==> config.mk <==
export PLATFORM = sky130hd
export DESIGN_NAME = drop_err_logger
export DESIGN_NICKNAME = d
export VERILOG_FILES = /design/src/rtl/drop_err_logger.sv
export SDC_FILE = /design/constraint.sdc
export NUM_CORES = 1
export LEC_CHECK = 0
export CAP_MARGIN = 20
export CORE_MARGIN = 1
export CORE_UTILIZATION = 45
export CTS_BUF_LIST = sky130_fd_sc_hd__clkbuf_2
export CTS_CLUSTER_DIAMETER = 100
export DETAILED_ROUTE_END_ITERATION = 10
export GPL_TIMING_DRIVEN = 0
export MAX_ROUTING_LAYER = met4
export PLACE_DENSITY = 0.85
export SETUP_SLACK_MARGIN = 0.02
export SLEW_MARGIN = 30
export SYNTH_ARGS = -nofsm -noshare
export SYNTH_HDL_FRONTEND = slang
export SYNTH_SLANG_ARGS = --single-unit
==> constraint.sdc <==
create_clock -name clk -period 4 [get_ports clk]
set_clock_uncertainty 0.15 [all_clocks]
set_input_delay 0.8 -clock clk [delete_from_list [all_inputs] [get_ports clk]]
set_output_delay 0.8 -clock clk [all_outputs]
set_load 0.02 [all_outputs]
==> src/rtl/drop_err_logger.sv <==
module drop_err_logger #(
  parameter int N_CAUSE = 5,
  parameter int CNT_W   = 16,
  parameter int LKP_AW  = 10,
  parameter int VLAN_AW = 7,
  parameter int DW      = 32
) (
  input  logic               clk,
  input  logic               rst_n,
  input  logic [N_CAUSE-1:0] ev_drop,
  input  logic               ev_bad_csum,
  input  logic               ev_lkp_par,
  input  logic [LKP_AW-1:0]  lkp_par_addr,
  input  logic               ev_vlan_par,
  input  logic [VLAN_AW-1:0] vlan_par_addr,
  input  logic               reg_wr,
  input  logic               reg_rd,
  input  logic [2:0]         reg_addr,
  input  logic [DW-1:0]      reg_wdata,
  output logic [DW-1:0]      reg_rdata,
  output logic               irq
);
  localparam logic [CNT_W-1:0] CNT_MAX = {CNT_W{1'b1}};

  logic [N_CAUSE-1:0] clog, cmask;
  logic [2:0]         stat, imask;
  logic [CNT_W-1:0]   dcnt, ccnt;
  logic [LKP_AW-1:0]  laddr;
  logic [VLAN_AW-1:0] vaddr;

  wire any_drop = |ev_drop;
  wire [N_CAUSE-1:0] clog_clr = (reg_wr && reg_addr == 3'd0) ? reg_wdata[N_CAUSE-1:0] : '0;
  wire [2:0] stat_clr  = (reg_wr && reg_addr == 3'd2) ? reg_wdata[2:0] : 3'b000;
  wire [2:0] stat_hold = stat & ~stat_clr;
  wire [2:0] stat_ev   = {ev_vlan_par, ev_lkp_par, any_drop};

  wire [CNT_W-1:0] dbase = (reg_rd && reg_addr == 3'd4) ? '0 : dcnt;
  wire [CNT_W-1:0] cbase = (reg_rd && reg_addr == 3'd5) ? '0 : ccnt;
  wire [CNT_W-1:0] dnext = (any_drop && dbase != CNT_MAX) ? dbase + 1'b1 : dbase;
  wire [CNT_W-1:0] cnext = (ev_bad_csum && cbase != CNT_MAX) ? cbase + 1'b1 : cbase;

  always_ff @(posedge clk or negedge rst_n) begin
    if (!rst_n) begin
      clog  <= '0;
      cmask <= '0;
      stat  <= '0;
      imask <= 3'b111;
      dcnt  <= '0;
      ccnt  <= '0;
      laddr <= '0;
      vaddr <= '0;
    end else begin
      clog <= (clog & ~clog_clr) | (ev_drop & ~cmask);
      if (reg_wr && reg_addr == 3'd1) cmask <= reg_wdata[N_CAUSE-1:0];
      if (reg_wr && reg_addr == 3'd3) imask <= reg_wdata[2:0];
      stat <= stat_hold | stat_ev;
      if (ev_lkp_par && !stat_hold[1]) laddr <= lkp_par_addr;
      if (ev_vlan_par && !stat_hold[2]) vaddr <= vlan_par_addr;
      dcnt <= dnext;
      ccnt <= cnext;
    end
  end

  always_comb begin
    case (reg_addr)
      3'd0:    reg_rdata = DW'(clog);
      3'd1:    reg_rdata = DW'(cmask);
      3'd2:    reg_rdata = DW'(stat);
      3'd3:    reg_rdata = DW'(imask);
      3'd4:    reg_rdata = DW'(dcnt);
      3'd5:    reg_rdata = DW'(ccnt);
      3'd6:    reg_rdata = DW'(laddr);
      default: reg_rdata = DW'(vaddr);
    endcase
  end

  assign irq = |(stat & ~imask);
endmodule


* After elaboration in Yosys (flattened, before gate mapping) *
Index checks and enable logic that the tools add are counted.

storage, ports and cells
  flip-flop bits (word level) = 65
  bits in latches = 0
  memory bits (writable) = 0
  ROM bits = 0
  logic and storage cells = 50
  memories = 0

operators by class
  add/sub/neg operators = 2
  $mul = 0
  divide/modulo/power cells = 0
  order comparisons = 0
  equality and inequality tests = 8
  shift operators = 0
  mux-type cells = 7
  bitwise logic cells = 10
  reductions and logical operators = 15

operators by type and width
  operator                                        count
  one-hot mux 16 bit (7 select lines)             1
  2-to-1 mux 16 bit                               4
  adder 16 x 1 -> 16 bit (second input constant)  2
  != test 16 bit (second input constant)          2
  bitwise AND 5 bit                               2
  logical AND 1 bit                               10
  inverter 5 bit                                  2
  == test 3 bit (second input constant)           3
  bitwise AND 3 bit                               2
  == test 3 x 2 -> 1 bit (second input constant)  2
  inverter 3 bit                                  2
  2-to-1 mux 5 bit                                1
  bitwise OR 5 bit                                1
  OR reduction 5 bit                              1
  == test 3 x 1 -> 1 bit (second input constant)  1
  zero test 3 bit                                 1
  2-to-1 mux 3 bit                                1
  bitwise OR 3 bit                                1
  OR reduction 3 bit                              1
  zero test 1 bit                                 2

* Longest topological paths before layout *
  depth after elaboration = 7
  mapped depth = 11
  gate-level depth less buffers = 9

* Least setup slack after synthesis *
Ideal clock, no wire load.

  kind = input to register
  from = input port reg_addr[0]
  to = register dcnt[6]
  library setup time = 0.077 ns
  arrival = 3.094 ns
  setup slack = 0.679 ns
  stages on the path = 11
  path through = buf_2 -> or4bb_1 -> clkbuf_1 -> and2_1 -> ha_1 -> nand2_1 -> nor2_1 -> and3_1 -> buf_6 -> or4b_1 -> a21oi_1

between the ends
  cells in the longest elaborated chain, start to end = 6
  elaborated cells on any way between the ends = 7
  those cells by class = add/sub: 1; eq/ne: 2; mux: 2; reduce/logical: 2

ends and longest elaborated chain
  item                                                                            RTL line  source
  start: declaration                                                              18        input logic [2:0] reg_addr,
  == test 3 bit *                                                                 37        wire [CNT_W-1:0] dbase = (reg_rd && reg_addr == 3'd4) ? '0 : dcnt;
  logical AND 1 bit *                                                             37
  2-to-1 mux 16 bit *                                                             37
  parallel branches: the longest is 2 deep, another holds adder 16 x 1 -> 16 bit  n/a
  2-to-1 mux 16 bit *                                                             39        wire [CNT_W-1:0] dnext = (any_drop && dbase != CNT_MAX) ? dbase + 1'b1 : dbase;
  net dnext[6]                                                                    39
  end signal: assignment                                                          59        dcnt <= dnext;
  end: declaration                                                                27        logic [CNT_W-1:0] dcnt, ccnt;

Mark *: on every way through the listed nets, which the timed path passes.
A chain may end at the register's enable or synchronous reset.

* Worst setup path in the final report *
  from = input port reg_addr[0]
  to = output port reg_rdata[2]

between the ends
  cells in the longest elaborated chain, start to end = 2
  elaborated cells on any way between the ends = 8
  those cells by class = eq/ne: 6; mux: 1; reduce/logical: 1

ends and longest elaborated chain
  item                                   RTL line  source
  == test 3 bit (tied with other cells)  65        case (reg_addr)
  one-hot mux 16 bit (7 select lines) *  65
  end: declaration                       20        output logic [DW-1:0] reg_rdata,

Every way passes the cells marked *; elsewhere a longest branch is shown, timed or not.

==> impl_metrics.tcl <==
set metrics [dict create \
    run_status "complete, no violations" \
    p_sw_share_pct 34.2 \
    cpLargestDelayFamily "buffers and inverters" \
    crit_path_end_kind "output pin" \
    peakVddDrop_v 0.000239 \
    tritoncts "yes" \
    cts_made_buffers 9 \
    synth_compound_area_share_pct 11.3 \
    path_clk_slew_ns 0.18 \
    ant_nets 0 \
    crit_path_max_fanout 10 \
    clockBufferDepth 2 \
    port_buffers 52 \
    p_leak_nw 2.02 \
    wl_per_cell_um 15.7 \
    gr-total-overflow 0 \
    fin_ws_ns 0.0920 \
    n_fill_cell 715 \
    clock.fmax_ghz 0.256 \
    drc 0 \
    synth-adder-area-share_pct 0.653 \
    grt_usage_pct 23.8 \
    p_int_mw 1.19 \
    fin_crit_ns 3.91 \
    setup-tns-final_ns 0 \
    drtIter0Drc 202 \
    p_switching_mw 0.617 \
    synth_simple_gate_area_share_pct 24.6 \
    crit_path_start_kind "input pin" \
    cts_max_level 3 \
    viasPerCell 5.60 \
    nets 552 \
    critical_path_depth 8 \
    layout-drive-gt1-share_pct 15.5 \
    diodes 0 \
    grt_pass1_vias 3218 \
    hold_class "input pin to asynchronous set/reset pin" \
    row_count 33 \
    dpl_worst_slack_ns -0.357 \
    grt_pass1_wl_um 15800 \
    finalWirelength_um 9370 \
    cp.arrival_ns 2.96 \
    grt_start_max_net_pins 40 \
    cts-root-buf "clkbuf_2" \
    dpl.hpwl_um 7130 \
    slowest_delay_ns 0.54 \
    slew_headroom_pct 56.2 \
    synth.distinct_cells 62 \
    worst_slew_pin_slew_ns 0.651 \
    synth-xor-area-share_pct 2.97 \
    final_max_slew_viol_count 0 \
    io_pins 97 \
    ys_seq_elements 65 \
    core-area_um2 8220 \
    synth_top_area_share_pct 40.5 \
    cap_violations 0 \
    p_comb_share_pct 27.7 \
    start_util_pct 46.6 \
    reg2reg_depth 8 \
    seq_area_frac_synth_pct 42.6 \
    final_hold_viol_count 0 \
    crit_chain "clkdlybuf4s50_1, buf_4, buf_4, mux2i_1, o21ai_0, a221oi_1, nor2_1, clkdlybuf4s50_1" \
    synth_ff_type "dfrtp_1" \
    final_cell_area_um2 4690 \
    synth_edf_count 0 \
    postCtsSetupBuffers 0 \
    synth_area_leaders "dfrtp_1, mux2_2, nand2_1" \
    powerDensity_nw_per_um2 385 \
    synth_mux_area_share_pct 11.5 \
    yosys_warnings 0 \
    syn_to_final_growth_pct 22.4 \
    setup_viol 0 \
    die_area_um2 8880 \
    synth_area_um2 3830 \
    power_frac_seq_pct 51.0 \
    synth_top_family_by_area "simple AND/OR/NAND/NOR gates" \
    synthCells 407 \
    fin_crit_sh_pct 97.7 \
    clkLatencyLatePin_ns 0.51 \
    first_pass_iters 5 \
    yosysTopAreaCell "dfrtp_1" \
    cts_sinks 65 \
    die_h_um 94.3 \
    routabilityCongestion 0.903 \
    p_clk_share_pct 21.3 \
    synthArstFlopShare_pct 100 \
    avgSynthCellArea_um2 9.41 \
    antenna_found_initial 0 \
    rsz0062_at_grt "true" \
    cpMaxStageDelayCell "clkdlybuf4s50_1" \
    dr_total_vias 3337 \
    die_w_um 94.3 \
    dpl_cell_area_um2 4560 \
    required_ns 3.05 \
    critPathKind "input pin to output pin" \
    critPathBufInv 4 \
]
-- worst register-to-register path: cells and delay by family (launching register included) --
kind,cells,cell delay (ns)
compound gates,1,0.15
fa+ha+maj,1,0.23
buf+inv,1,0.13
simple gates,5,1.08
flops,1,0.44
-- cells in the mapped netlist (all sizes together), types with 5 or more instances --
cell type,instances
nor4,7
xor2,6
mux2,21
nor2b,5
buf,24
a22o,6
nor3,14
nand2b,7
mux2i,16
nand4,9
dfrtp,62
o21ai,18
and3,6
nand2,51
xnor2,7
nor2,36
nand3,13
a21oi,11
inv,11
and2,9
clkbuf,8
-- what timing repair did --
item	in CTS	in global routing
gates resized for setup	10	6
hold buffers	0	0
setup endpoints to repair	13	4
-- layout make-up --
cell class	instances	area, um^2	area share (%)
Tap cell	105	131	2.80
Sequential cell	65	1630	34.8
Clock buffer	12	60.1	1.28
Clock inverter	4	43.8	0.934
Multi-Input combinational cell	314	2020	43.1
Buffer	32	216	4.62
Inverter	11	41.3	0.881
Timing Repair Buffer	53	542	11.6
-- routing by layer --
layer	part of all wire, %	global-route usage (%)
met1	44	30.2
met2	49	38.5
met3	4.8	3.48
met4	2.1	8.97
met5	0	-
-- layout by cell type (no fill, tap or decap), drive strengths merged, types with 11 or more instances in the layout --
cell	netlist	routed
mux2	21	21
clkbuf	8	19
nand3	13	13
buf	24	27
conb	1	16
inv	11	11
mux2i	16	16
dfrtp	62	62
nor3	14	14
o21ai	18	18
clkdlybuf4s50	0	48
nand2	51	51
a21oi	11	11
nor2	36	36
-- power by group through the flow --
| stage | registers (mW) | logic [mW] | clock network (mW) |
|---|---|---|---|
| after global routing | 0.933 | 0.549 | 0.416 |
| after detailed placement | 0.926 | 0.497 | 0 |
| after CTS | 0.914 | 0.500 | 0.390 |
| after global placement | 0.922 | 0.476 | 0 |
| final | 0.920 | 0.499 | 0.385 |
| after floorplan | 0.876 | 0.346 | 0 |
-- path summary, 6_finish.rpt --
path | slack (ns) | endpoint | startpoint
worst max-delay path | 0.09 | reg_rdata[2] | reg_addr[0]
worst min-delay path | 0.02 | clog[2] | rst_n
worst max register to register | 1.76 | dcnt[6] | dcnt[1]
worst min register to register | 0.38 | clog[0] | clog[0]
max in group asynchronous | 3.16 | ccnt[13] | rst_n
min in group clk | 0.38 | clog[0] | clog[0]
-- metrics by stage --
stage	std cells	total power [mW]	hold slack [ns]	util [%]
3_5_place_dp	580	1.42	0.339	55.4
2_1_floorplan	422	1.22	0.308	-
6_report	596	1.80	0.0179	57.0
5_1_grt	596	1.90	0.0139	57.0
3_3_place_gp	579	1.40	0.336	55.2
4_1_cts	596	1.80	0.00685	56.9
-- flip-flops by register name, summed over array words and instances (netlist names) --
signal	flops
dcnt	16
cmask	5
imask	3
ccnt	16
vaddr	7
clog	5
laddr	10
stat	3
-- cells by family after synthesis --
| family | after synthesis |
|---|---|
| compound gates | 64 |
| xor+xnor | 13 |
| fa+ha+maj | 2 |
| buf+inv | 43 |
| flops | 65 |
| mux | 39 |
| other cells | 1 |
| simple gates | 180 |
(Power assumes the default switching activity.)
